### config.mk
export PLATFORM = sky130hd
export DESIGN_NAME = flash_maint_seq
export DESIGN_NICKNAME = d
export VERILOG_FILES = /design/src/rtl/fms_pkg.sv /design/src/rtl/fms_spi_engine.sv /design/src/rtl/fms_watchdog.sv /design/src/rtl/fms_ctrl.sv /design/src/rtl/flash_maint_seq.sv
export SDC_FILE = /design/constraint.sdc
export NUM_CORES = 1
export LEC_CHECK = 0
export ABC_AREA = 1
export BUFFER_PORTS_ARGS = -buffer_cell sky130_fd_sc_hd__buf_2
export CAP_MARGIN = 20
export CORE_MARGIN = 2
export CORE_UTILIZATION = 40
export CTS_CLUSTER_DIAMETER = 100
export DETAILED_ROUTE_END_ITERATION = 16
export GPL_TIMING_DRIVEN = 0
export PLACE_DENSITY = 0.61
export SLEW_MARGIN = 15
export SYNTH_ARGS = -nofsm -noshare
export SYNTH_HDL_FRONTEND = slang
export SYNTH_HIERARCHICAL = 1
export SYNTH_SLANG_ARGS = --single-unit
### constraint.sdc
create_clock -name clk -period 1.75 [get_ports clk]
set_input_delay 0.175 -clock clk [delete_from_list [all_inputs] [get_ports clk]]
set_output_delay 0.175 -clock clk [all_outputs]
set_load 0.03 [all_outputs]
### src/rtl/fms_pkg.sv
package fms_pkg;
  localparam int FRAME_W = 32;
  localparam int CNT_W   = 6;
  localparam int WIP_BIT = 0;

  localparam logic [7:0] OPC_WREN  = 8'h06;
  localparam logic [7:0] OPC_WRSR  = 8'h01;
  localparam logic [7:0] OPC_RDSR  = 8'h05;
  localparam logic [7:0] OPC_ERASE = 8'hD8;

  typedef enum logic {
    OP_STATUS_WR = 1'b0,
    OP_ERASE     = 1'b1
  } maint_op_e;

  typedef enum logic [2:0] {
    ENG_IDLE, ENG_LOW, ENG_HIGH, ENG_TAIL, ENG_GAP
  } eng_state_e;

  typedef enum logic [1:0] {
    SEQ_IDLE, SEQ_WREN, SEQ_CMD, SEQ_POLL
  } seq_state_e;
endpackage

### src/rtl/fms_spi_engine.sv
module fms_spi_engine
  import fms_pkg::*;
#(
  parameter int HALF_DIV = 4
) (
  input  logic               clk,
  input  logic               rst_n,
  input  logic               start,
  input  logic [FRAME_W-1:0] tx_word,
  input  logic [CNT_W-1:0]   tx_bits,
  input  logic               rx_en,
  output logic               busy,
  output logic               done,
  output logic [7:0]         rx_byte,
  output logic               sclk,
  output logic               cs_n,
  output logic               mosi,
  input  logic               miso
);
  localparam int DIV_W = $clog2(2 * HALF_DIV + 1);
  localparam logic [DIV_W-1:0] HALF_END = DIV_W'(HALF_DIV - 1);
  localparam logic [DIV_W-1:0] GAP_END  = DIV_W'(2 * HALF_DIV - 1);

  eng_state_e         state;
  logic [DIV_W-1:0]   div;
  logic [CNT_W-1:0]   bits_left;
  logic [FRAME_W-1:0] sh;

  assign busy = (state != ENG_IDLE);

  always_ff @(posedge clk) begin
    if (!rst_n) begin
      state     <= ENG_IDLE;
      div       <= '0;
      bits_left <= '0;
      sh        <= '0;
      rx_byte   <= '0;
      sclk      <= 1'b0;
      cs_n      <= 1'b1;
      mosi      <= 1'b0;
      done      <= 1'b0;
    end else begin
      done <= 1'b0;
      case (state)
        ENG_IDLE: begin
          if (start) begin
            cs_n      <= 1'b0;
            mosi      <= tx_word[FRAME_W-1];
            sh        <= tx_word << 1;
            bits_left <= tx_bits + (rx_en ? CNT_W'(8) : CNT_W'(0));
            div       <= '0;
            state     <= ENG_LOW;
          end
        end
        ENG_LOW: begin
          if (div == HALF_END) begin
            div     <= '0;
            sclk    <= 1'b1;
            rx_byte <= {rx_byte[6:0], miso};
            state   <= ENG_HIGH;
          end else begin
            div <= div + 1'b1;
          end
        end
        ENG_HIGH: begin
          if (div == HALF_END) begin
            div       <= '0;
            sclk      <= 1'b0;
            bits_left <= bits_left - 1'b1;
            if (bits_left == CNT_W'(1)) begin
              state <= ENG_TAIL;
            end else begin
              mosi  <= sh[FRAME_W-1];
              sh    <= sh << 1;
              state <= ENG_LOW;
            end
          end else begin
            div <= div + 1'b1;
          end
        end
        ENG_TAIL: begin
          if (div == HALF_END) begin
            div   <= '0;
            cs_n  <= 1'b1;
            state <= ENG_GAP;
          end else begin
            div <= div + 1'b1;
          end
        end
        ENG_GAP: begin
          if (div == GAP_END) begin
            div   <= '0;
            done  <= 1'b1;
            state <= ENG_IDLE;
          end else begin
            div <= div + 1'b1;
          end
        end
        default: state <= ENG_IDLE;
      endcase
    end
  end

  // serial clock parked low whenever the flash is deselected
  assert_sclk_parked_R6: assert property (@(posedge clk) disable iff (!rst_n)
    cs_n |-> !sclk);

  // data line holds through the high phase of the serial clock
  assert_mosi_hold_R9: assert property (@(posedge clk) disable iff (!rst_n)
    (sclk && $past(sclk)) |-> $stable(mosi));

  // a new frame is only launched from idle, after the gap
  assert_start_idle_R6: assert property (@(posedge clk) disable iff (!rst_n)
    (start && !busy) |=> !cs_n);
endmodule

### src/rtl/fms_watchdog.sv
module fms_watchdog #(
  parameter int LIMIT = 750000
) (
  input  logic clk,
  input  logic rst_n,
  input  logic run,
  output logic expired
);
  localparam int CW = $clog2(LIMIT + 1);
  localparam logic [CW-1:0] LIM = CW'(LIMIT);

  logic [CW-1:0] cnt;

  always_ff @(posedge clk) begin
    if (!rst_n || !run) cnt <= '0;
    else if (cnt != LIM) cnt <= cnt + 1'b1;
  end

  assign expired = (cnt == LIM);

  // the window restarts whenever polling is not active
  assert_wd_restart_R7: assert property (@(posedge clk) disable iff (!rst_n)
    !run |=> !expired);
endmodule

### src/rtl/fms_ctrl.sv
module fms_ctrl
  import fms_pkg::*;
(
  input  logic               clk,
  input  logic               rst_n,
  input  logic               req_valid,
  output logic               req_ready,
  input  logic               req_op,
  input  logic [7:0]         req_data,
  input  logic [23:0]        req_addr,
  input  logic               eng_done,
  input  logic [7:0]         eng_rx,
  input  logic               wd_expired,
  output logic               wd_run,
  output logic               eng_start,
  output logic [FRAME_W-1:0] eng_tx,
  output logic [CNT_W-1:0]   eng_bits,
  output logic               eng_rx_en,
  output logic               op_done,
  output logic               op_timeout
);
  seq_state_e  state;
  maint_op_e   lat_op;
  logic [7:0]  lat_data;
  logic [23:0] lat_addr;

  assign req_ready = (state == SEQ_IDLE);
  assign wd_run    = (state == SEQ_POLL);

  always_ff @(posedge clk) begin
    if (!rst_n) begin
      state      <= SEQ_IDLE;
      lat_op     <= OP_STATUS_WR;
      lat_data   <= '0;
      lat_addr   <= '0;
      eng_start  <= 1'b0;
      eng_tx     <= '0;
      eng_bits   <= '0;
      eng_rx_en  <= 1'b0;
      op_done    <= 1'b0;
      op_timeout <= 1'b0;
    end else begin
      eng_start  <= 1'b0;
      op_done    <= 1'b0;
      op_timeout <= 1'b0;
      case (state)
        SEQ_IDLE: begin
          if (req_valid) begin
            lat_op    <= maint_op_e'(req_op);
            lat_data  <= req_data;
            lat_addr  <= req_addr;
            eng_start <= 1'b1;
            eng_tx    <= {OPC_WREN, 24'h0};
            eng_bits  <= CNT_W'(8);
            eng_rx_en <= 1'b0;
            state     <= SEQ_WREN;
          end
        end
        SEQ_WREN: begin
          if (eng_done) begin
            eng_start <= 1'b1;
            eng_rx_en <= 1'b0;
            if (lat_op == OP_ERASE) begin
              eng_tx   <= {OPC_ERASE, lat_addr};
              eng_bits <= CNT_W'(32);
            end else begin
              eng_tx   <= {OPC_WRSR, lat_data, 16'h0};
              eng_bits <= CNT_W'(16);
            end
            state <= SEQ_CMD;
          end
        end
        SEQ_CMD: begin
          if (eng_done) begin
            eng_start <= 1'b1;
            eng_tx    <= {OPC_RDSR, 24'h0};
            eng_bits  <= CNT_W'(8);
            eng_rx_en <= 1'b1;
            state     <= SEQ_POLL;
          end
        end
        SEQ_POLL: begin
          if (eng_done) begin
            if (!eng_rx[WIP_BIT]) begin
              op_done <= 1'b1;
              state   <= SEQ_IDLE;
            end else if (wd_expired) begin
              op_done    <= 1'b1;
              op_timeout <= 1'b1;
              state      <= SEQ_IDLE;
            end else begin
              eng_start <= 1'b1;
            end
          end
        end
        default: state <= SEQ_IDLE;
      endcase
    end
  end

  // acceptance closes the request channel on the next cycle
  assert_ready_drops_R2: assert property (@(posedge clk) disable iff (!rst_n)
    (req_valid && req_ready) |=> !req_ready);

  // completion pulse lasts one cycle
  assert_done_pulse_R8: assert property (@(posedge clk) disable iff (!rst_n)
    op_done |=> !op_done);

  // timeout only qualifies a completion
  assert_timeout_qual_R8: assert property (@(posedge clk) disable iff (!rst_n)
    op_timeout |-> op_done);

  // a normal completion follows a status byte with the busy bit clear
  assert_clean_finish_R5: assert property (@(posedge clk) disable iff (!rst_n)
    (op_done && !op_timeout) |-> !eng_rx[WIP_BIT]);

  // a timeout is reported only once the polling window ran out
  assert_timeout_window_R7: assert property (@(posedge clk) disable iff (!rst_n)
    op_timeout |-> $past(wd_expired));
endmodule

### src/rtl/flash_maint_seq.sv
module flash_maint_seq
  import fms_pkg::*;
#(
  parameter int HALF_DIV       = 4,
  parameter int TIMEOUT_CYCLES = 750000
) (
  input  logic        clk,
  input  logic        rst_n,
  input  logic        req_valid,
  output logic        req_ready,
  input  logic        req_op,
  input  logic [7:0]  req_data,
  input  logic [23:0] req_addr,
  output logic        op_done,
  output logic        op_timeout,
  output logic        spi_sclk,
  output logic        spi_cs_n,
  output logic        spi_mosi,
  input  logic        spi_miso
);
  logic               eng_start, eng_done, eng_busy, eng_rx_en;
  logic [FRAME_W-1:0] eng_tx;
  logic [CNT_W-1:0]   eng_bits;
  logic [7:0]         eng_rx;
  logic               wd_run, wd_expired;

  fms_ctrl u_ctrl (
    .clk        (clk),
    .rst_n      (rst_n),
    .req_valid  (req_valid),
    .req_ready  (req_ready),
    .req_op     (req_op),
    .req_data   (req_data),
    .req_addr   (req_addr),
    .eng_done   (eng_done),
    .eng_rx     (eng_rx),
    .wd_expired (wd_expired),
    .wd_run     (wd_run),
    .eng_start  (eng_start),
    .eng_tx     (eng_tx),
    .eng_bits   (eng_bits),
    .eng_rx_en  (eng_rx_en),
    .op_done    (op_done),
    .op_timeout (op_timeout)
  );

  fms_spi_engine #(.HALF_DIV(HALF_DIV)) u_engine (
    .clk     (clk),
    .rst_n   (rst_n),
    .start   (eng_start),
    .tx_word (eng_tx),
    .tx_bits (eng_bits),
    .rx_en   (eng_rx_en),
    .busy    (eng_busy),
    .done    (eng_done),
    .rx_byte (eng_rx),
    .sclk    (spi_sclk),
    .cs_n    (spi_cs_n),
    .mosi    (spi_mosi),
    .miso    (spi_miso)
  );

  fms_watchdog #(.LIMIT(TIMEOUT_CYCLES)) u_wd (
    .clk     (clk),
    .rst_n   (rst_n),
    .run     (wd_run),
    .expired (wd_expired)
  );

  // the sequencer never starts a frame while the engine is still busy
  assert_no_overlap_R2: assert property (@(posedge clk) disable iff (!rst_n)
    eng_start |-> !eng_busy);
endmodule

==> summary.txt, run 1 <==
GRT
  • Largest net degree at the start of global routing: 17
  • Vias in the first global route: 6,247
  • Initial antenna violation count: 0
  • GRT Util Overall: 19.93%
  • Total gr overflow: 0
  • First-pass GRT wire length: 30.00 mm

STA
  • Worst slew margin: 62.35%
  • Final Hold Viols: 0
  • Fmax: 0.5976 GHz
  • Slew Limit Fails: 0
  • Unrepaired setup endpoints after global routing: yes
  • Final period utilization: 95.62%
  • Setup violators final: 0
  • Slew @ Worst Pin: 564.8 ps
  • Clk_skew: 8.544 ps
  • Period minus WS final: 1673 ps

Detailed routing
  • Vias: 6,742
  • Drt pass-1 iters: 5
  • Starting DRT DRC Count: 385
  • DR WL/cell: 13.23 µm
  • Total wire length: 18.03 mm
  • DRC: 0
  • Via/cell ratio: 4.946
  • Final antenna-violating net count: 0

Finish
  • Share of layout cells above drive strength 1: 14.50%
  • Most frequent cells in the layout: nand2_1, nor2_1, dfxtp_1, a21oi_1, buf_2
  • Filler cells: 1,746
  • Final net count: 1,178
  • Diodes inserted: 0
  • Layout area overhead: 16.56%
  • Final core utilization: 47.84%
  • Final instance area: 8303 µm²
  • Storage cell area: 2768 µm²
  • Area occupied by multi-input gates: 3697 µm²
  • Commonest non-fill, non-tap cell in the layout: nand2_1

Critical path
  • CP cell instances: inv_1, ha_1, buf_6, o21ai_4, nand2_1, buf_6, nor2_1, nor2_1, nor2_1
  • CP Buf/Inv Count: 3
  • Critical Path Source Type: flop
  • Critical path type: flop to flop
  • Crit path DAT: 2030 ps
  • Critical path's slowest cell: dfxtp_2
  • Crit Path Max Fanout: 10
  • CP max stage delay: 380 ps
  • Setup crit end kind: flop
  • Most common cell on crit path: nor2_1
  • CP delay by family, top: simple AND/OR/NAND/NOR gates
  • CP required: 2100 ps

Floorplanning
  • Core Area: 17,360 µm²
  • Initial Util: 41.04%
  • # IOs: 43
  • Floorplan row count: 48
  • Die X: 137.4 µm
  • Chip Height: 137.4 µm
  • Die area: 18,890 µm²

Synth
  • Warnings from Yosys: 6
  • Cell Area, Synth: 7123 µm²
  • Synth Instances: 1,057
  • Syn_area_per_cell: 6.739 µm²

Power and ir drop
  • Switching part of the total: 40.87%
  • Int Pwr: 8.489 mW
  • PD cells: 1729 nW/µm²
  • LEAKAGE: 3.500 nW
  • Peak VDD IR: 1060 µV
  • Seq pwr share: 30.9%
  • Logic gate share of total power: 44.5%
  • Clock share of power: 24.5%
  • Net load switching power: 5.868 mW

Clock tree
  • CTS max path bufs: 2
  • Clock sinks: 138
  • H-tree depth: 4
  • Clock buffer count from CTS: 17
  • Total setup buffers inserted after CTS: 0
  • Clk Latency, worst-skew pair: 420 ps
  • CTS root buffer: clkbuf_16
  • Worst-path clk slew: 60 ps
  • CTS tree: yes

Run status
  • Outcome: completed

Placed design
  • Routability cong.: 0.8661
  • Buffers added on ports: 42
  • Post-DP HPWL: 13.11 mm
  • Area of placed instances: 7626 µm²

Job
  • Max cap viols: 0

Min path
  • HP Class: input pin to flop
[per-stage QoR]
stage	setup slack (ps)	hold slack (ps)	setup TNS, ps	instances	power, mW
3_5_place_dp	-9.118	430.3	-15.74	1327	10.76
6_report	76.65	12.73	0	1363	14.36
4_1_cts	9.036	2.219	0	1363	14.35
3_3_place_gp	0.3648	426.7	0	1327	10.69
2_1_floorplan	122.8	308.7	0	1060	9.346
5_1_grt	-12.65	6.095	-12.65	1363	15.50
[power groups by stage]
stage / clock, mW / sequential, mW / combinational [mW]
floorplan: 0 / 4.38 / 4.97
global placement: 0 / 4.47 / 6.23
detailed placement: 0 / 4.48 / 6.27
CTS: 3.59 / 4.43 / 6.33
global route: 3.73 / 4.53 / 7.24
finish: 3.52 / 4.44 / 6.39
[tightest hold or removal path: stages]
cell and delay (ps):
buf_2 70, o21ai_0 70, nor2_1 80
[state kept, by name, summed over array words and instances (netlist names)]
register / count
u_engine/sh: 31
u_ctrl/eng_tx: 28
u_ctrl/lat_addr: 24
u_wd/cnt: 20
u_ctrl/lat_data: 8
u_engine/bits_left: 6
u_engine/div: 4
u_engine/state: 3
u_ctrl/eng_bits: 2
u_ctrl/state: 2
u_ctrl/eng_rx_en: 1
u_ctrl/eng_start: 1
u_ctrl/lat_op: 1
u_ctrl/op_done: 1
u_ctrl/op_timeout: 1
u_engine/cs_n: 1
u_engine/done: 1
u_engine/mosi: 1
u_engine/rx_byte: 1
u_engine/sclk: 1
[final cells by class]
type,count,area share (%)
Timing Repair Buffer,48,3.255
Clock buffer,19,5.455
Inverter,67,3.059
Clock inverter,11,1.492
Tap cell,225,3.391
Buffer,72,5.485
Sequential cell,138,33.33
Multi-Input combinational cell,783,44.53
[final timing paths]
path	start	to	slack, ps	depth (start not counted)
worst max-delay path	u_ctrl/state[1]	u_ctrl/eng_tx[20]	80	9
worst min-delay path	req_data[4]	u_ctrl/lat_data[4]	10	3
worst max register to register	u_ctrl/state[1]	u_ctrl/eng_tx[20]	80	9
worst min register to register	u_engine/sclk	u_engine/sclk	460	2
[layer usage]
metal | up-vias | global-route usage (%) | wire (µm)
li1 | 3541 | - | -
met1 | 3063 | 27.13 | 9222
met2 | 120 | 32.01 | 8020
met3 | 18 | 3.753 | 538
met5 | - | 0 | 0
met4 | 0 | 6.014 | 252
[timing repair]
item	4_1_cts	5_1_grt
resized for setup	2	15
setup endpoints to repair	2	98
hold buffers	6	0
pin swaps	0	1
hold endpoints to repair	6	0
gates cloned	0	0
(Power assumes the default switching activity.)
==> inputs of run 2 (changes only) <==
--- a/config.mk
+++ b/config.mk
@@ -13,7 +13,7 @@
 export CTS_CLUSTER_DIAMETER = 100
 export DETAILED_ROUTE_END_ITERATION = 16
 export GPL_TIMING_DRIVEN = 0
-export PLACE_DENSITY = 0.61
+export PLACE_DENSITY = 0.55
 export SLEW_MARGIN = 15
 export SYNTH_ARGS = -nofsm -noshare
 export SYNTH_HDL_FRONTEND = slang
==> run 2 against run 1 <==
Effect of this change:
- worst hold slack worse by 0.83 ps
- via count down 0.92%
- fmax up 3.0%
- clock power up 1%
- power up 0.37%
- register-to-register slack better by 50 ps
- critical endpoint is now u_ctrl/eng_tx[23]
==> summary.txt, run 2 (synthesis results as in run 1) <==
Min path
  • HP Class: input pin to flop
  • Hold path start: req_addr[5]
  • Hold path depth: 3 (unchanged)
  • Hold path endpoint: u_ctrl/lat_addr[5]

Clock tree
  • Worst-path clk slew: 70 ps (about the same)
  • CTS tree: yes
  • Clk Latency, worst-skew pair: 420 ps (about the same)
  • Clock sinks: 138 (unchanged)
  • CTS max path bufs: 2 (unchanged)
  • H-tree depth: 4 (unchanged)
  • CTS root buffer: clkbuf_16
  • Total setup buffers inserted after CTS: 0 (unchanged)
  • Clock buffer count from CTS: 17 (unchanged)

STA
  • Slew @ Worst Pin: 546.2 ps (-18.60 ps)
  • Period minus WS final: 1624 ps (-49.33 ps)
  • Setup violators final: 0 (unchanged)
  • Final period utilization: 92.80% (-2.8 points)
  • Worst slew margin: 63.59% (+1.2 points)
  • Final hold slack: 11.90 ps (-0.8256 ps)
  • Final Hold Viols: 0 (unchanged)
  • Clk_skew: 10.07 ps (+1.526 ps)
  • Fmax: 0.6158 GHz (+3.0%)
  • Unrepaired setup endpoints after global routing: no
  • Slew Limit Fails: 0 (unchanged)
  • Setup slack after layout: 126.0 ps (+49.33 ps)

Power and ir drop
  • Clock share of power: 24.8% (+0.3 points)
  • Switching part of the total: 41.84% (+0.96 points)
  • Seq pwr share: 30.7% (-0.2 points)
  • LEAKAGE: 3.560 nW (+1.7%)
  • Peak VDD IR: 804.3 µV (-24%)
  • Int Pwr: 8.382 mW (-1.3%)
  • Logic gate share of total power: 44.5% (about the same)
  • Net load switching power: 6.029 mW (+2.7%)
  • Design Power: 14.41 mW (+0.37%)
  • PD cells: 1708 nW/µm² (-1.2%)

Detailed routing
  • Vias: 6,680 (-0.92%)
  • Starting DRT DRC Count: 389 (+1.0%)
  • Drt pass-1 iters: 5 (unchanged)
  • DRC: 0 (unchanged)
  • Total wire length: 18.43 mm (+2.2%)
  • Via/cell ratio: 4.848 (-2.0%)
  • DR WL/cell: 13.38 µm (+1.1%)
  • Final antenna-violating net count: 0 (unchanged)

Critical path
  • CP delay by family, top: simple AND/OR/NAND/NOR gates
  • Critical path type: flop to flop
  • CP required: 2110 ps (about the same)
  • Most common cell on crit path: nor2_1
  • Reg2reg start: u_ctrl/state[1]
  • CP cell instances: inv_1, ha_1, buf_6, o21ai_4, nand2_1, buf_6, nor2_1, nor2_1, nor2_1
  • CP max stage delay: 370 ps (about the same)
  • R2R cell count: 9 (unchanged)
  • Critical Path Source Type: flop
  • Critical path's slowest cell: dfxtp_4
  • Reg2reg setup slack: 130 ps (+50 ps)
  • Crit path DAT: 1980 ps (-50 ps)
  • Setup crit end kind: flop
  • CP Buf/Inv Count: 3 (unchanged)
  • Crit Path Max Fanout: 10 (unchanged)
  • Worst reg2reg endpoint: u_ctrl/eng_tx[23]

Placed design
  • Place WS: -2.898 ps (+6.220 ps)
  • Post-DP HPWL: 13.66 mm (+4.2%)
  • Routability cong.: 0.8785 (+1.4%)
  • Buffers added on ports: 42 (unchanged)

Finish
  • Most frequent cells in the layout: nand2_1, nor2_1, dfxtp_1, a21oi_1, buf_2
  • Final net count: 1,191 (+1.1%)
  • Final core utilization: 48.62% (+0.78 points)
  • Biggest register: u_engine/sh
  • Max reg flops: 31 (unchanged)
  • Diodes inserted: 0 (unchanged)
  • Largest regs: u_engine/sh: 31 flops, u_ctrl/eng_tx: 28 flops, u_ctrl/lat_addr: 24 flops
  • Commonest non-fill, non-tap cell in the layout: nand2_1
  • Share of layout cells above drive strength 1: 14.22% (-0.28 points)
  • Layout area overhead: 18.46%

Floorplanning
  • Core Area: 17,360 µm² (unchanged)
  • Floorplan row count: 48 (unchanged)
  • Die X: 137.4 µm (unchanged)
  • # IOs: 43 (unchanged)
  • Initial Util: 41.04% (unchanged)
  • Die area: 18,890 µm² (unchanged)
  • Chip Height: 137.4 µm (unchanged)

Run status
  • Outcome: completed

GRT
  • GRT Util Overall: 20.62% (+0.70 points)
  • First-pass GRT wire length: 30.37 mm (+1.2%)
  • Largest net degree at the start of global routing: 17 (unchanged)
  • Total gr overflow: 0 (unchanged)
  • Initial antenna violation count: 0 (unchanged)
  • Vias in the first global route: 6,183 (-1.0%)

Job
  • Max cap viols: 0 (unchanged)
run 2: timing repair:
action	4_1_cts	5_1_grt
endpoints found under the hold margin	19	0
hold buffers	19	0
endpoints found under the setup margin	11	105
resized for setup	2	18
run 2: layer usage:
layer	wire [µm]	share of wire, %	global-route usage (%)	vias to the layer above
met4	263	1.4	5.727	0
met5	0	0	0	-
li1	-	-	-	3562
met3	533	2.9	4.121	20
met2	8302	45	33.06	102
met1	9334	51	28.19	2996
run 2: area by class of cell:
cell class	count	area (µm²)
inverter	67	254.0
sequential	138	2769
tap	225	281.5
clock inverter	15	153.9
clock buffer	17	425.4
fill	1844	8919
buffer	72	460.4
timing repair buffer	61	400.4
multi-input combinational	783	3694
run 2: power groups by stage:
stage | Sequential (mW) | Clock [mW] | Combinational [mW]
6_report | 4.43 | 3.57 | 6.41
3_5_place_dp | 4.48 | 0 | 6.32
2_1_floorplan | 4.38 | 0 | 4.97
5_1_grt | 4.52 | 3.77 | 7.28
3_3_place_gp | 4.47 | 0 | 6.28
4_1_cts | 4.42 | 3.67 | 6.39
run 2: how the worst max path moves through the flow:
stage                               to       startpoint  slack (ps)  depth (start not counted)
finish               u_ctrl/eng_tx[23]  u_ctrl/state[1]         130                          9
global route         u_ctrl/eng_tx[19]  u_ctrl/state[0]           3                          9
CTS                 u_ctrl/lat_addr[5]  u_ctrl/state[0]           1                          6
detailed placement  u_ctrl/lat_addr[0]  u_ctrl/state[0]          -3                          6
global placement     u_ctrl/eng_tx[22]  u_ctrl/state[0]          10                          9
floorplan            u_ctrl/eng_tx[17]  u_ctrl/state[0]         120                          9
run 2: per-stage QoR:
step | std cells | TNS (ps) | area (µm²)
3_5_place_dp | 1327 | -2.898 | 7626
5_1_grt | 1378 | 0 | 8438
3_3_place_gp | 1327 | 0 | 7626
4_1_cts | 1378 | 0 | 8402
6_report | 1378 | 0 | 8438
2_1_floorplan | 1060 | 0 | 7134
run 2: tightest hold or removal path, delay by kind of cell:
family | cells | cell delay [ps]
and+or+nand+nor | 1 | 80
buffers and inverters | 1 | 70
AOI/OAI and AO/OA | 1 | 70
==> inputs of run 3 (changes only) <==
--- a/config.mk
+++ b/config.mk
@@ -8,12 +8,14 @@
 export ABC_AREA = 1
 export BUFFER_PORTS_ARGS = -buffer_cell sky130_fd_sc_hd__buf_2
 export CAP_MARGIN = 20
+export CELL_PAD_IN_SITES_DETAIL_PLACEMENT = 1
+export CELL_PAD_IN_SITES_GLOBAL_PLACEMENT = 2
 export CORE_MARGIN = 2
-export CORE_UTILIZATION = 40
+export CORE_UTILIZATION = 34
 export CTS_CLUSTER_DIAMETER = 100
 export DETAILED_ROUTE_END_ITERATION = 16
 export GPL_TIMING_DRIVEN = 0
-export PLACE_DENSITY = 0.55
+export PLACE_DENSITY = 0.78
 export SLEW_MARGIN = 15
 export SYNTH_ARGS = -nofsm -noshare
 export SYNTH_HDL_FRONTEND = slang
==> run 3 against run 2 <==
Effect of this change:
- non-clock buffer count is 8 lower
- highest routed layer unchanged
- power is 5.3% higher
- largest power group unchanged
- final cell count is 2.7% higher
- clock power is 16% higher
- die area is 17% higher
- combinational power is 3% higher
- global-route usage is 0.95 points lower
- clock skew is 1.8 ps lower
- register-to-register slack worse by 20 ps
==> summary.txt, run 3 (synthesis results as in run 1) <==
STA
  • Period minus WS final: 1641 ps (+17.09 ps)
  • Clk_skew: 8.278 ps (-1.792 ps)
  • Setup_tns: 0 ps (unchanged)
  • Setup slack after layout: 108.9 ps (-17.09 ps)
  • Fmax: 0.6093 GHz (-1.0%)
  • Final Hold Viols: 0 (unchanged)
  • Setup violators final: 0 (unchanged)
  • Slew Limit Fails: 0 (unchanged)
  • Unrepaired setup endpoints after global routing: yes
  • Worst slew margin: 54.25% (-9.3 points)
  • Final period utilization: 93.78% (+0.98 points)
  • Slew @ Worst Pin: 686.3 ps (+140.1 ps)

Placed design
  • Area of placed instances: 7682 µm² (+0.74%)
  • Buffers added on ports: 42 (unchanged)
  • Routability cong.: 0.7704 (-12%)
  • Place WS: -54.52 ps (-51.62 ps)
  • Post-DP HPWL: 15.04 mm (+10%)

Critical path
  • Critical Path Source Type: flop
  • R2R cell count: 11 (+2)
  • CP required: 2080 ps (-30 ps)
  • CP startpoint: u_wd/cnt[0]
  • CP cell instances: inv_2, ha_2, and3_1, nand3_1, nor2_2, nor2_1, nand2_1, nand2_1, nor2_2, nor2_1, nor2_1
  • CP Buf/Inv Count: 1 (-2)
  • Setup crit end kind: flop
  • Critical path type: flop to flop
  • CP delay by family, top: simple AND/OR/NAND/NOR gates
  • Crit path DAT: 1970 ps (about the same)
  • Reg2reg start: u_wd/cnt[0]
  • Reg2reg setup slack: 110 ps (-20 ps)
  • Critical path's slowest cell: dfxtp_2
  • CP max stage delay: 340 ps (-30 ps)
  • Most common cell on crit path: nor2_1
  • Critical Path Stages: 11 (+2)
  • Crit Path Max Fanout: 4 (-6)

Clock tree
  • CTS root buffer: clkbuf_16
  • Worst-path clk slew: 60 ps (about the same)
  • Clk Latency, worst-skew pair: 420 ps (about the same)
  • Clock buffer count from CTS: 17 (unchanged)
  • Clock sinks: 138 (unchanged)
  • CTS tree: yes
  • H-tree depth: 4 (unchanged)
  • CTS max path bufs: 2 (unchanged)

Detailed routing
  • Via/cell ratio: 4.722 (-2.6%)
  • Vias: 6,682 (+0.030%)
  • Starting DRT DRC Count: 241 (-38%)
  • DR WL/cell: 14.50 µm (+8.4%)
  • DRC: 0 (unchanged)
  • Final antenna-violating net count: 0 (unchanged)
  • Drt pass-1 iters: 4 (-1)
  • Total wire length: 20.52 mm (+11%)

Finish
  • Final net count: 1,183 (-0.67%)
  • Commonest non-fill, non-tap cell in the layout: nand2_1
  • Filler cells: 2,641 (+43%)
  • Area occupied by multi-input gates: 3717 µm² (+0.64%)
  • Final core utilization: 41.78% (-6.8 points)
  • Largest regs: u_engine/sh: 31 flops, u_ctrl/eng_tx: 28 flops, u_ctrl/lat_addr: 24 flops
  • Most frequent cells in the layout: nand2_1, nor2_1, dfxtp_1, a21oi_1, buf_2
  • Biggest register: u_engine/sh
  • Share of layout cells above drive strength 1: 15.37% (+1.1 points)
  • Max reg flops: 31 (unchanged)
  • Diodes inserted: 0 (unchanged)
  • Final instance area: 8536 µm² (+1.2%)
  • Layout area overhead: 19.83%
  • Storage cell area: 2773 µm² (+0.14%)

Power and ir drop
  • PD cells: 1778 nW/µm² (+4.1%)
  • LEAKAGE: 3.573 nW (+0.35%)
  • Design Power: 15.18 mW (+5.3%)
  • Peak VDD IR: 643.9 µV (-20%)

Floorplanning
  • # IOs: 43 (unchanged)
  • Die area: 22,120 µm² (+17%)
  • Die X: 148.7 µm (+8.2%)
  • Floorplan row count: 52 (+8.3%)
  • Chip Height: 148.7 µm (+8.2%)
  • Initial Util: 34.87% (-6.2 points)
  • Core Area: 20,430 µm² (+18%)

GRT
  • GRT Util Overall: 19.67% (-0.95 points)
  • Total gr overflow: 0 (unchanged)
  • Initial antenna violation count: 0 (unchanged)
  • Vias in the first global route: 6,904 (+12%)
  • Largest net degree at the start of global routing: 17 (unchanged)
  • First-pass GRT wire length: 34.95 mm (+15%)

Min path
  • Hold path depth: 3 (unchanged)
  • Hold path start: req_addr[12]
  • HP Class: input pin to flop

Run status
  • Outcome: completed

Job
  • Max cap viols: 0 (unchanged)
-- run 3: cell type report --
type	instances	share of cell area (%)
clock inverter	15	2.888
buffer	72	5.468
timing repair buffer	53	3.694
tap	270	3.958
sequential	138	32.48
multi-input combinational	783	43.55
clock buffer	17	4.984
inverter	67	2.976
-- run 3: where the power goes --
part	total, mW	internal (mW)	leakage, nW	switching, mW
registers	4.44	3.95	1.13	0.490
logic	6.60	2.46	2.12	4.14
clock network	4.13	2.68	0.327	1.45
total	15.2	9.09	3.57	6.08
-- run 3: layer usage --
metal  share of wire, %  GRT usage (%)
met3                2.6          3.792
met2                 44          31.48
met5                  0              0
met1                 53          27.82
met4               0.46          3.762
-- run 3: worst paths after layout --
kind	to
setup reg to reg	u_ctrl/state[0]
hold / removal	u_ctrl/lat_addr[12]
hold reg to reg	u_ctrl/eng_tx[0]
setup / recovery	u_ctrl/state[0]
-- run 3: tightest hold or removal path: stages --
cell     delay, ps
buf_2           70
o21ai_0         70
nor2_1          80
-- run 3: through the flow --
stage	instances	hold WS (ps)
after detailed placement	1372	422.0
after global routing	1415	13.68
after global placement	1372	415.7
after floorplan	1060	308.7
after CTS	1413	0.8459
final	1415	13.94
-- run 3: repair_timing --
item,in CTS,in global routing
pin swaps,0,3
resized for setup,4,30
hold buffers,9,0
gates cloned,0,0
endpoints found under the hold margin,9,0
endpoints found under the setup margin,13,96
setup buffers,0,2
